### src/rtl/sdr_ctrl_pkg.sv
package sdr_ctrl_pkg;

    // {cs_n, ras_n, cas_n, we_n}
    typedef enum logic [3:0] {
        CMD_LMR = 4'b0000,
        CMD_REF = 4'b0001,
        CMD_PRE = 4'b0010,
        CMD_ACT = 4'b0011,
        CMD_WR  = 4'b0100,
        CMD_RD  = 4'b0101,
        CMD_NOP = 4'b0111
    } sdr_cmd_e;

    typedef enum logic [3:0] {
        ST_PWRUP,
        ST_PRE_ALL,
        ST_INIT_REF,
        ST_LOAD_MODE,
        ST_IDLE,
        ST_AUTO_REF,
        ST_ACTIVATE,
        ST_ACCESS,
        ST_WAIT
    } ctrl_state_e;

endpackage

### src/rtl/sdr_ref_timer.sv
module sdr_ref_timer #(
    parameter int REF_CYC = 2080
) (
    input  logic clk,
    input  logic rst_n,
    input  logic run,
    input  logic served,
    output logic pend
);
    localparam int CW = $clog2(REF_CYC + 1);

    logic [CW-1:0] cnt;
    logic          tick;

    assign tick = run && (cnt == '0);

    always_ff @(posedge clk or negedge rst_n) begin
        if (!rst_n) begin
            cnt  <= CW'(REF_CYC - 1);
            pend <= 1'b0;
        end else begin
            if (run) cnt <= (cnt == '0) ? CW'(REF_CYC - 1) : cnt - 1'b1;
            pend <= tick | (pend & ~served);
        end
    end


    tick_sets_pend_chk: assert property (@(posedge clk) disable iff (!rst_n)
        tick |=> pend);


    pend_held_chk: assert property (@(posedge clk) disable iff (!rst_n)
        (pend && !served) |=> pend);

endmodule

### src/rtl/sdr_rd_capture.sv
module sdr_rd_capture #(
    parameter int DATA_W  = 16,
    parameter int CAS_LAT = 3
) (
    input  logic              clk,
    input  logic              rst_n,
    input  logic              issue_rd,
    input  logic [DATA_W-1:0] dq_in,
    output logic              rd_valid,
    output logic [DATA_W-1:0] rd_data
);
    logic [CAS_LAT-1:0] pipe;

    always_ff @(posedge clk or negedge rst_n) begin
        if (!rst_n) begin
            pipe     <= '0;
            rd_valid <= 1'b0;
            rd_data  <= '0;
        end else begin
            pipe     <= {pipe[CAS_LAT-2:0], issue_rd};
            rd_valid <= pipe[CAS_LAT-1];
            if (pipe[CAS_LAT-1]) rd_data <= dq_in;
        end
    end


    rd_latency_chk: assert property (@(posedge clk) disable iff (!rst_n)
        rd_valid |-> $past(issue_rd, CAS_LAT + 1));


    rd_pulse_chk: assert property (@(posedge clk) disable iff (!rst_n)
        rd_valid |=> !rd_valid);

endmodule

### src/rtl/sdram_cmd_ctrl.sv
module sdram_cmd_ctrl
    import sdr_ctrl_pkg::*;
#(
    parameter int BANK_W      = 2,
    parameter int ROW_W       = 12,
    parameter int COL_W       = 8,
    parameter int DATA_W      = 16,
    parameter int CAS_LAT     = 3,
    parameter int POWERUP_CYC = 13300,
    parameter int T_RCD       = 3,
    parameter int T_RP        = 3,
    parameter int T_RFC       = 9,
    parameter int T_MRD       = 2,
    parameter int T_WR        = 2,
    parameter int REF_CYC     = 2080
) (
    input  logic                            clk,
    input  logic                            rst_n,
    input  logic                            req_valid,
    input  logic                            req_we,
    input  logic [BANK_W+ROW_W+COL_W-1:0]   req_addr,
    input  logic [DATA_W-1:0]               req_wdata,
    output logic                            req_ready,
    output logic                            rd_valid,
    output logic [DATA_W-1:0]               rd_data,
    output logic                            sd_cke,
    output logic                            sd_cs_n,
    output logic                            sd_ras_n,
    output logic                            sd_cas_n,
    output logic                            sd_we_n,
    output logic [BANK_W-1:0]               sd_ba,
    output logic [ROW_W-1:0]                sd_addr,
    output logic [DATA_W/8-1:0]             sd_dqm,
    output logic [DATA_W-1:0]               sd_dq_out,
    output logic                            sd_dq_oe,
    input  logic [DATA_W-1:0]               sd_dq_in
);
    localparam int ADDR_W = BANK_W + ROW_W + COL_W;
    localparam int CNT_W  = $clog2(POWERUP_CYC + T_RFC + T_WR + T_RP + CAS_LAT + 2);
    localparam int AP_BIT = 10;
    localparam logic [ROW_W-1:0] MODE_WORD = ROW_W'(CAS_LAT << 4);

    ctrl_state_e        state, ret_state;
    logic [CNT_W-1:0]   cnt;
    logic               init_second, init_done;
    logic               lat_we;
    logic [BANK_W-1:0]  lat_bank;
    logic [ROW_W-1:0]   lat_row;
    logic [COL_W-1:0]   lat_col;
    logic [DATA_W-1:0]  lat_wdata;
    logic               ref_pend, issue_rd;
    sdr_cmd_e           cmd;

    assign req_ready = (state == ST_IDLE) && !ref_pend;
    assign issue_rd  = (state == ST_ACCESS) && !lat_we;

    // state register
    always_ff @(posedge clk or negedge rst_n) begin
        if (!rst_n) begin
            state       <= ST_PWRUP;
            ret_state   <= ST_IDLE;
            cnt         <= CNT_W'(POWERUP_CYC);
            init_second <= 1'b0;
            init_done   <= 1'b0;
            lat_we      <= 1'b0;
            lat_bank    <= '0;
            lat_row     <= '0;
            lat_col     <= '0;
            lat_wdata   <= '0;
        end else begin
            unique case (state)
                ST_PWRUP: begin
                    if (cnt == CNT_W'(1)) state <= ST_PRE_ALL;
                    else                  cnt   <= cnt - 1'b1;
                end
                ST_PRE_ALL: begin
                    state     <= ST_WAIT;
                    cnt       <= CNT_W'(T_RP - 1);
                    ret_state <= ST_INIT_REF;
                end
                ST_INIT_REF: begin
                    state       <= ST_WAIT;
                    cnt         <= CNT_W'(T_RFC - 1);
                    ret_state   <= init_second ? ST_LOAD_MODE : ST_INIT_REF;
                    init_second <= 1'b1;
                end
                ST_LOAD_MODE: begin
                    state     <= ST_WAIT;
                    cnt       <= CNT_W'(T_MRD - 1);
                    ret_state <= ST_IDLE;
                    init_done <= 1'b1;
                end
                ST_IDLE: begin
                    if (ref_pend) begin
                        state <= ST_AUTO_REF;
                    end else if (req_valid) begin
                        state     <= ST_ACTIVATE;
                        lat_we    <= req_we;
                        lat_bank  <= req_addr[ADDR_W-1 -: BANK_W];
                        lat_row   <= req_addr[COL_W +: ROW_W];
                        lat_col   <= req_addr[COL_W-1:0];
                        lat_wdata <= req_wdata;
                    end
                end
                ST_AUTO_REF: begin
                    state     <= ST_WAIT;
                    cnt       <= CNT_W'(T_RFC - 1);
                    ret_state <= ST_IDLE;
                end
                ST_ACTIVATE: begin
                    state     <= ST_WAIT;
                    cnt       <= CNT_W'(T_RCD - 1);
                    ret_state <= ST_ACCESS;
                end
                ST_ACCESS: begin
                    state     <= ST_WAIT;
                    cnt       <= lat_we ? CNT_W'(T_WR + T_RP - 1) : CNT_W'(CAS_LAT + T_RP - 1);
                    ret_state <= ST_IDLE;
                end
                ST_WAIT: begin
                    if (cnt == CNT_W'(1)) state <= ret_state;
                    else                  cnt   <= cnt - 1'b1;
                end
                default: state <= ST_IDLE;
            endcase
        end
    end

    // outputs
    always_comb begin
        cmd       = CMD_NOP;
        sd_ba     = '0;
        sd_addr   = '0;
        sd_dq_oe  = 1'b0;
        unique case (state)
            ST_PRE_ALL: begin
                cmd             = CMD_PRE;
                sd_addr[AP_BIT] = 1'b1;
            end
            ST_INIT_REF, ST_AUTO_REF: cmd = CMD_REF;
            ST_LOAD_MODE: begin
                cmd     = CMD_LMR;
                sd_addr = MODE_WORD;
            end
            ST_ACTIVATE: begin
                cmd     = CMD_ACT;
                sd_ba   = lat_bank;
                sd_addr = lat_row;
            end
            ST_ACCESS: begin
                cmd             = lat_we ? CMD_WR : CMD_RD;
                sd_ba           = lat_bank;
                sd_addr         = ROW_W'(lat_col);
                sd_addr[AP_BIT] = 1'b1;
                sd_dq_oe        = lat_we;
            end
            default: cmd = CMD_NOP;
        endcase
    end

    assign {sd_cs_n, sd_ras_n, sd_cas_n, sd_we_n} = cmd;
    assign sd_cke    = 1'b1;
    assign sd_dqm    = '0;
    assign sd_dq_out = lat_wdata;

    sdr_ref_timer #(.REF_CYC(REF_CYC)) u_ref (
        .clk    (clk),
        .rst_n  (rst_n),
        .run    (init_done),
        .served (state == ST_AUTO_REF),
        .pend   (ref_pend)
    );

    sdr_rd_capture #(.DATA_W(DATA_W), .CAS_LAT(CAS_LAT)) u_cap (
        .clk      (clk),
        .rst_n    (rst_n),
        .issue_rd (issue_rd),
        .dq_in    (sd_dq_in),
        .rd_valid (rd_valid),
        .rd_data  (rd_data)
    );


    ref_first_chk: assert property (@(posedge clk) disable iff (!rst_n)
        (state == ST_IDLE && ref_pend) |=> (cmd == CMD_REF));


    take_then_act_chk: assert property (@(posedge clk) disable iff (!rst_n)
        (req_valid && req_ready) |=> (cmd == CMD_ACT));


    act_gap_chk: assert property (@(posedge clk) disable iff (!rst_n)
        (cmd == CMD_ACT) |=> (cmd == CMD_NOP));


    wr_recover_chk: assert property (@(posedge clk) disable iff (!rst_n)
        (cmd == CMD_WR) |=> (cmd == CMD_NOP && !sd_dq_oe));


    single_mode_load_chk: assert property (@(posedge clk) disable iff (!rst_n)
        (cmd == CMD_LMR) |-> !init_done);

endmodule

### config.mk
export PLATFORM = sky130hd
export DESIGN_NAME = sdram_cmd_ctrl
export DESIGN_NICKNAME = d
export VERILOG_FILES = /design/src/rtl/sdr_ctrl_pkg.sv /design/src/rtl/sdr_ref_timer.sv /design/src/rtl/sdr_rd_capture.sv /design/src/rtl/sdram_cmd_ctrl.sv
export SDC_FILE = /design/constraint.sdc
export NUM_CORES = 1
export LEC_CHECK = 0
export ABC_CLOCK_PERIOD_IN_PS = 2200
export BUFFER_PORTS_ARGS = -buffer_cell sky130_fd_sc_hd__buf_2
export CAP_MARGIN = 15
export CORE_AREA = 2 2 95 106
export CTS_BUF_LIST = sky130_fd_sc_hd__clkbuf_4 sky130_fd_sc_hd__clkbuf_8 sky130_fd_sc_hd__clkbuf_16
export DETAILED_ROUTE_END_ITERATION = 12
export DIE_AREA = 0 0 97 108
export PLACE_DENSITY = 0.75
export SETUP_SLACK_MARGIN = 0.2
export SYNTH_ARGS = -nofsm -noshare
export SYNTH_HDL_FRONTEND = slang
export SYNTH_HIERARCHICAL = 1
export SYNTH_SLANG_ARGS = --single-unit
### constraint.sdc
create_clock -name clk -period 2.2 [get_ports clk]
set_clock_uncertainty 0.05 [all_clocks]
set_input_delay 0.22 -clock clk [delete_from_list [all_inputs] [get_ports clk]]
set_output_delay 0.22 -clock clk [all_outputs]
set_load 0.1 [all_outputs]
## Word-level counts from Yosys, hierarchy flattened

Cells that the tools add are included.

| word-level totals | value |
|---|---|
| output and inout bits | 56 |
| register bits after elaboration | 96 |
| input bits | 58 |
| logic and storage cells | 71 |

| cells by class | value |
|---|---|
| mux-type cells | 18 |
| eq/ne operators | 13 |
| reductions and logical operators | 19 |
| bitwise gates (word level) | 4 |
| $add $sub $neg | 2 |

Operators by type and width:

| operator | number |
|---|---|
| $pmux 14 s5 | 1 |
| $pmux 4 s4 | 2 |
| $pmux 10 s3 | 1 |
| $eq 4x3->1 const B | 4 |
| $mux 4 | 4 |
| $pmux 3 s5 | 1 |
| $eq 14x1->1 const B | 1 |
| $mux 14 | 1 |
| $sub 14x1->14 const B | 1 |
| $logic_not 12->1 | 1 |
| $mux 12 | 1 |
| $sub 12x1->12 const B | 1 |
| $reduce_or 2->1 | 5 |
| $eq 4x2->1 const B | 2 |
| $ne 2x2->1 const B | 3 |
| $reduce_and 3->1 | 2 |
| $reduce_or 6->1 | 1 |
| $mux 1 | 5 |
| $reduce_bool 5->1 | 1 |
| $eq 4x1->1 const B | 1 |
| $eq 4x4->1 const B | 1 |
| $logic_not 4->1 | 1 |
| $reduce_bool 4->1 | 1 |
| $logic_and 1x1->1 | 3 |
| 9 further kinds | 11 |

## Longest topological paths before layout

Gate-level depths: netlist of run 1.

| logic depth | value |
|---|---|
| depth in word-level cells | 4 |
| depth in mapped cells | 7 |
| gate-level depth less buffers | 6 |

## Cells and area by module

The synthesis of run 1 kept the hierarchy.

Modules (own cells, without submodules):

| module | instances | area an instance (µm²) | cells each | seq. area each (µm²) |
|---|---|---|---|---|
| sdram_cmd_ctrl | 1 | 2971.6 | 253 | 1564.0 |
| sdr_rd_capture | 1 | 749.5 | 38 | 500.5 |
| sdr_ref_timer | 1 | 698.2 | 66 | 332.8 |

## Least setup slack after synthesis of run 1

Ideal clock, no wire load.

| timing | value |
|---|---|
| path kind | register to output |
| start | reg state[1] |
| end | out sd_addr[4] |
| path slack | -1099 ps |
| arrival time | 3029 ps |
| cell stages (with the launch flop) | 5 |
| data required time | 1930 ps |
| cell sequence | dfrtp_1 clkbuf_1 clkbuf_1 nand2_1 nor3_1 |

| between the ends | value |
|---|---|
| longest elaborated chain between the ends | 2 |
| elaborated cells on any way between the ends | 4 |
| those cells by class | 3 x eq/ne; 1 x mux |

RTL lines:

| what | line | source |
|---|---|---|
| start: declaration | sdram_cmd_ctrl.sv:43 | `ctrl_state_e state, ret_state;` |
| start signal: assignment | sdram_cmd_ctrl.sv:121 | `if (cnt == CNT_W'(1)) state <= ret_state;` |
| $eq 4x3->1 / $eq 4x2->1 (equally long branches) | sdram_cmd_ctrl.sv:135 | `unique case (state)` |
| $pmux 10 s3 * | sdram_cmd_ctrl.sv:135 |  |
| end: declaration | sdram_cmd_ctrl.sv:32 | `output logic [ROW_W-1:0] sd_addr,` |

Mark *: on every way between the ends. The rest lies on a longest branch, timed or not.

## Final worst setup path of run 1

| timing | value |
|---|---|
| start | reg state[3] |
| end | out sd_addr[11] |

| between the ends | value |
|---|---|
| longest elaborated chain between the ends | 2 |

RTL lines:

| what | line |
|---|---|
| $eq 4x3->1 | sdram_cmd_ctrl.sv:135 |
| $mux 1 | sdram_cmd_ctrl.sv:135 |

Every way passes these cells.

==> results of run 1 <==
-- worst paths after layout --
kind	endpoint	slack [ns]	cells after the start
max in group asynchronous	cnt[5]	1.15	3
worst max-delay path	sd_addr[11]	0.15	5
worst min register to register	u_cap/pipe[2]	0.31	0
worst min-delay path	lat_col[4]	0.02	2
min in group asynchronous	cnt[10]	0.27	2
worst max register to register	cnt[1]	0.18	4
-- metal layers --
layer / up-vias / share of wire
met5: - / 0
met4: 0 / 0.022
met3: 19 / 0.059
met2: 106 / 0.51
met1: 1624 / 0.41
li1: 1562 / -
-- metrics by stage --
stage          worst slack [ns]  hold slack [ns]  std cells  utilization
2_1_floorplan            0.0449           -0.126        359            -
3_3_place_gp              0.271            0.122        579        0.579
3_5_place_dp              0.202            0.129        579        0.579
4_1_cts                   0.130           0.0130        607        0.618
5_1_grt                  0.0901           0.0135        616        0.635
6_report                  0.146           0.0241        616        0.635
-- kinds of logic (layout without fill, tap and decap cells) --
kind of cell	count (synthesis)	after routing
xor gates and xnor gates	6	6
AOI/OAI and AO/OA	55	55
buffers and inverters	28	168
DFF	95	95
muxes	64	64
and+or+nand+nor	103	103
adders and majority gates	4	4
other	2	4
-- report_power, final --
part	total [mW]	internal [mW]	switching, mW
clock network	1.10	0.458	0.643
registers	1.75	1.75	0
logic	0.121	0.0427	0.0783
-- cell type report --
class	instances	area share
Tap cell	117	0.0248
Timing Repair Buffer	144	0.179
Clock buffer	10	0.0233
Clock inverter	6	0.00847
Sequential cell	95	0.407
Inverter	8	0.00572
Multi-Input combinational cell	236	0.352
-- registers in the layout (all words and copies together), names as in the netlist --
signal	flops
u_ref/cnt	12
lat_we	1
u_ref/pend	1
init_done	1
u_cap/rd_valid	1
lat_bank	2
ret_state	3
cnt	14
lat_col	8
lat_row	12
state	4
init_second	1
u_cap/rd_data	16
u_cap/pipe	3
sd_dq_out	16
-- cell usage in the layout, fill, tap and decap left out, types with 3 or more instances in the layout --
cell type	instances
xor2_1	3
xnor2_1	3
a21oi_1	11
mux2i_1	4
buf_6	5
buf_12	15
o41ai_1	3
dfrtp_2	5
nand3_1	4
conb_1	4
dfrtp_1	74
and3_1	4
nor3_1	9
buf_4	30
nor4_4	3
ha_1	4
inv_1	6
o31ai_1	3
mux2_4	23
nor2_1	22
o211ai_1	3
nor4_2	3
o21ai_0	10
or3_1	6
clkbuf_8	10
nand2b_1	3
dfstp_2	16
nand2_1	19
nand3b_1	4
buf_2	91
and2_4	3
a22o_4	4
mux2_2	36
-- repair_timing --
action / 4_1_cts / 5_1_grt
endpoints found under the hold margin: 21 / 0
buffers inserted: 10 / 8
gates resized for setup: 26 / 19
endpoints found under the setup margin: 25 / 23
cloned: 1 / 1
pin swaps: 3 / 4
hold buffers: 1 / 0
==> results.rst, run 1 <==
.. list-table::
   :header-rows: 1

   * - Metric
     - Value
   * - Netlist Area Pre-Place
     - 4420 sq um
   * - Top-level port count
     - 114
   * - Unique masters post-synth
     - 56
   * - XOR/XNOR Fraction of Synth Area
     - 0.0119
   * - Total of flip-flops plus latches after synthesis
     - 95
   * - Launch point of the critical path
     - state[3]
   * - Critical register-to-register path startpoint
     - cnt[7]
   * - Startpoint of the worst hold path
     - req_addr[4]
   * - Fin. Hold Viols
     - 0
   * - Sequential element share of the synthesized area
     - 0.542
   * - Layout net count
     - 556
   * - Antenna violation net count after detailed routing
     - 0
   * - Top cell types by occurrence after synthesis
     - dfrtp_1 (79), mux2_2 (36), nor2_1 (22)
   * - GR Util met1
     - 0.233
   * - Max-cap viol count
     - 0
   * - Pin count of the biggest net entering global routing
     - 49
   * - Wire length of the first global-routing pass
     - 16000 microns
   * - Relative area change from synthesis to final layout
     - 33.7%
   * - Clock root buffer
     - clkbuf_8
   * - Pwr dens
     - 502 nW/um^2
   * - Outcome
     - completed
   * - Total wire length
     - 9950 microns
   * - Worst-path fanout max
     - 5
   * - Peak supply drop
     - 0.305 mV
   * - Compound-cell area share of the yosys netlist
     - 0.0878
   * - Ys Warns
     - 6
   * - Critical Path Start Type
     - register
   * - Area used by sequential logic in the layout
     - 2400 sq um
   * - Source-to-sink clock delay at the later pin of the worst-skew pair
     - 0.36 ns
   * - Dominant register cell in the synthesized netlist
     - dfrtp_1
   * - Top cell type by total area after synthesis
     - dfrtp_1
   * - Num CTS Buffers
     - 9
   * - Met3 Usage GRT
     - 0.0440
   * - Tcrit/Tclk final
     - 0.934
   * - WL/cell
     - 16.1 microns
   * - Cell with the largest stage delay on the worst path
     - dfrtp_2
   * - Placer congestion estimate
     - 0.834
   * - Endpoints failing setup
     - 0
   * - Async set-or-reset flop fraction in the synthesized netlist
     - 1.00
   * - Port Buffers
     - 109
   * - Highest clock rate
     - 0.487 GHz
   * - Met2 layer usage reported by global route
     - 0.317
   * - Share of the synthesized area in the top cell type
     - 0.447
   * - Setup Total Neg Slack
     - 0 ns
   * - Setup repair after global routing missed its margin
     - true
   * - LEAKAGE
     - 2.96 nW
   * - Adder-cell share of the synthesized area
     - 0.0113
   * - Post-Synth Simple-Gate Area
     - 0.137
   * - GRT busiest layer
     - met2
   * - Via count of the first global-routing pass
     - 3367
   * - Die H
     - 108 microns
   * - Number of antenna violations at the first check in global routing
     - 0
   * - Ant diodes
     - 0
   * - CTS Buffer Depth
     - 2
   * - Critical path cell sequence
     - and2b_4 > nor3b_4 > buf_6 > and2_4 > buf_12
   * - Final worst path period need
     - 2.05 ns
   * - Area post-placement
     - 5390 sq um
   * - Number of enable-type register cells in the synthesized netlist
     - 0
   * - Cell count after synthesis
     - 357
   * - Drt pass-1 iters
     - 4
   * - Number of vias per cell after detailed routing
     - 5.38
   * - Number of DRC markers in iteration 0
     - 183
   * - Worst min-delay path category
     - in -> reg
   * - Proportion of layout cells with a drive suffix above 1
     - 0.559
   * - Maximum level of the CTS H-tree
     - 3
   * - Total congestion overflow
     - 0
   * - Multi-input gate area
     - 2080 sq um
   * - Total global routing track utilization
     - 0.188
   * - Std-Cell Rows
     - 37
   * - Filler Cell Count
     - 702
   * - Sum of buffers and inverters on the critical path
     - 2
   * - TritonCTS clock tree
     - yes
   * - Main area contributors after synthesis
     - dfrtp_1 (45%), dfstp_2 (9.5%), mux2_2 (9.2%)
   * - Power after layout
     - 2.97 mW
   * - Max-slew violations
     - 0
   * - Die Width
     - 97 microns
   * - Maximum single-stage delay on the critical path
     - 0.42 ns
   * - Floorplan die area
     - 10500 sq um
   * - CTS sink count
     - 95
   * - Most frequent cell after synthesis
     - dfrtp_1
   * - Clock slew at reported path FFs
     - 0.11 ns
   * - Dominant combinational cell family by area after synthesis
     - multiplexers
   * - Post-Syn Area per Cell
     - 12.4 sq um
   * - Critical Path RT
     - 1.93 ns
   * - Routed via count
     - 3311
   * - CP endpoint kind
     - output pin
   * - Multiplexer share of the synthesized area
     - 0.173
   * - CORE AREA
     - 9310 sq um
   * - Arrival time at the worst endpoint
     - 1.78 ns
   * - Final instance area
     - 5910 sq um
   * - # DRC
     - 0
   * - HPWL after detailed placement
     - 6780 microns
   * - Start-to-end type of the worst setup path
     - reg -> out
   * - CP top delay family
     - simple AND/OR/NAND/NOR gates
   * - Initial standard-cell utilization of the core
     - 0.475
Note: power is estimated with default switching activity, not from simulation.
==> run 2: changes to the inputs <==
CTS_BUF_LIST = sky130_fd_sc_hd__clkbuf_16   (was sky130_fd_sc_hd__clkbuf_4 sky130_fd_sc_hd__clkbuf_8 sky130_fd_sc_hd__clkbuf_16)
HOLD_SLACK_MARGIN = 0.03   (was unset)
SLEW_MARGIN = 20   (was unset)
==> results.rst, run 2 (same netlist as run 1, synthesis figures left out) <==
.. list-table::
   :header-rows: 1

   * - Metric
     - Value
   * - Final instance area
     - 5940 sq um
   * - Total congestion overflow
     - 0
   * - Endpoints failing setup
     - 0
   * - Commonest cells after routing, fill and taps aside
     - buf_2 (92), dfrtp_1 (74), mux2_2 (36)
   * - Max-cap viol count
     - 0
   * - CP endpoint kind
     - output pin
   * - Area post-placement
     - 5390 sq um
   * - Drt pass-1 iters
     - 4
   * - Clock root buffer
     - clkbuf_16
   * - Launch point of the critical path
     - state[3]
   * - HPWL after detailed placement
     - 6780 microns
   * - Routed via count
     - 3293
   * - Most common library cell in the layout ignoring fill and taps
     - buf_2
   * - Met3 Usage GRT
     - 0.0569
   * - TritonCTS clock tree
     - yes
   * - Critical register-to-register path startpoint
     - cnt[6]
   * - Worst slack after detailed placement
     - 0.202 ns
   * - Relative area change from synthesis to final layout
     - 34.5%
   * - Final worst path period need
     - 2.07 ns
   * - Ant diodes
     - 0
   * - Initial standard-cell utilization of the core
     - 0.475
   * - WL/cell
     - 16.2 microns
   * - Met2 layer usage reported by global route
     - 0.313
   * - Peak supply drop
     - 0.350 mV
   * - Endpoint, Worst Hold
     - lat_row[0]
   * - Outcome
     - completed
   * - Cell depth of the worst hold path
     - 2
   * - Critical Path Start Type
     - register
   * - CORE AREA
     - 9310 sq um
   * - Fin. Hold Viols
     - 0
   * - Maximum level of the CTS H-tree
     - 3
   * - Number of vias per cell after detailed routing
     - 5.39
   * - Clock network fraction of total power
     - 0.442
   * - Arrival time at the worst endpoint
     - 1.80 ns
   * - CTS Buffer Depth
     - 2
   * - Worst setup slack for register-to-register paths
     - 0.17 ns
   * - Total global routing track utilization
     - 0.185
   * - LEAKAGE
     - 2.98 nW
   * - # DRC
     - 0
   * - Max-slew violations
     - 0
   * - Pin count of the biggest net entering global routing
     - 49
   * - Total wire length
     - 9920 microns
   * - Tcrit/Tclk final
     - 0.940
   * - Source-to-sink clock delay at the later pin of the worst-skew pair
     - 0.34 ns
   * - Seq pwr share
     - 0.522
   * - Std-Cell Rows
     - 37
   * - Start-to-end type of the worst setup path
     - reg -> out
   * - Switch Pwr
     - 776 uW
   * - Proportion of layout cells with a drive suffix above 1
     - 0.551
   * - Die Width
     - 97 microns
   * - Layout net count
     - 551
   * - Number of antenna violations at the first check in global routing
     - 0
   * - CTS sink count
     - 95
   * - Port Buffers
     - 109
   * - Setup repair after global routing missed its margin
     - true
   * - Worst min-delay path category
     - in -> reg
   * - Power after layout
     - 3.35 mW
   * - Worst-path fanout max
     - 5
   * - Worst reg2reg path depth
     - 4
   * - Placer congestion estimate
     - 0.834
   * - Die H
     - 108 microns
   * - Highest clock rate
     - 0.484 GHz
   * - Num CTS Buffers
     - 9
   * - Worst reg2reg path endpoint
     - cnt[10]
   * - Antenna violation net count after detailed routing
     - 0
   * - Floorplan die area
     - 10500 sq um
   * - Via count of the first global-routing pass
     - 3334
   * - Power Internal
     - 2.57 mW
   * - Critical Path RT
     - 1.93 ns
   * - Top-level port count
     - 114
   * - Startpoint of the worst hold path
     - req_addr[8]
   * - Setup WS post-layout
     - 0.132 ns
   * - Pwr dens
     - 563 nW/um^2
   * - GR Util met1
     - 0.228
   * - Wire length of the first global-routing pass
     - 15700 microns
   * - Combinational power share
     - 0.036
   * - Net Sw Frac
     - 0.232
   * - Setup Total Neg Slack
     - 0 ns
   * - Clock slew at reported path FFs
     - 0.07 ns
   * - GRT busiest layer
     - met2
   * - Number of DRC markers in iteration 0
     - 170
run 2: cell count changes in the layout (fill, tap and decap cells not counted), moves of 2 or more:
cell / before / now
clkbuf_8: 10 / 0
buf_6: 5 / 3
clkbuf_16: 0 / 9
buf_4: 30 / 28
run 2: per-layer routing:
layer / wire length [microns] / up-vias
met4: 172 / 0
met3: 588 / 15
met2: 5120 / 102
li1: - / 1553
met5: 0 / -
met1: 4040 / 1623
run 2: worst max-delay path by stage:
stage / end / slack (ns) / depth (start not counted)
3_5_place_dp: cnt[7] / 0.20 / 7
4_1_cts: sd_addr[9] / 0.14 / 5
6_report: sd_addr[11] / 0.13 / 5
2_1_floorplan: sd_addr[10] / 0.04 / 4
3_3_place_gp: cnt[3] / 0.27 / 6
5_1_grt: sd_addr[1] / 0.08 / 5
run 2: what timing repair did:
item                                    4_1_cts  5_1_grt
endpoints found under the hold margin        21        0
hold buffers                                  1        0
endpoints found under the setup margin       24       23
pin swaps                                     3        4
cloned                                        1        1
resized for setup                            22       17
setup buffers                                 8        5
run 2: through the flow:
| stage | instances | hold WS (ns) | utilization |
|---|---|---|---|
| 4_1_cts | 605 | 0.0495 | 0.626 |
| 5_1_grt | 611 | 0.0459 | 0.639 |
| 3_3_place_gp | 579 | 0.122 | 0.579 |
| 2_1_floorplan | 359 | -0.126 | - |
| 6_report | 611 | 0.0552 | 0.639 |
| 3_5_place_dp | 579 | 0.129 | 0.579 |
run 2: layout make-up:
class	count	area [sq um]
sequential	95	2400
timing repair buffer	139	1010
multi-input combinational	236	2070
fill	706	3360
clock buffer	9	225
inverter	8	30.0
clock inverter	7	53.8
tap	117	146
run 2: worst max-delay path, stage by stage, from the launching register on:
cell and delay (ns):
dfrtp_2 0.42, and2b_4 0.28, nor3b_4 0.27, buf_6 0.17, and2_4 0.15, buf_12 0.17
run 2: power groups by stage:
| stage | Clock, mW | Sequential, mW | Combinational, mW |
|---|---|---|---|
| floorplan | 0 | 1.78 | 0.0366 |
| global placement | 0 | 1.78 | 0.119 |
| detailed placement | 0 | 1.78 | 0.123 |
| CTS | 1.51 | 1.75 | 0.125 |
| global route | 1.58 | 1.75 | 0.134 |
| finish | 1.48 | 1.75 | 0.121 |
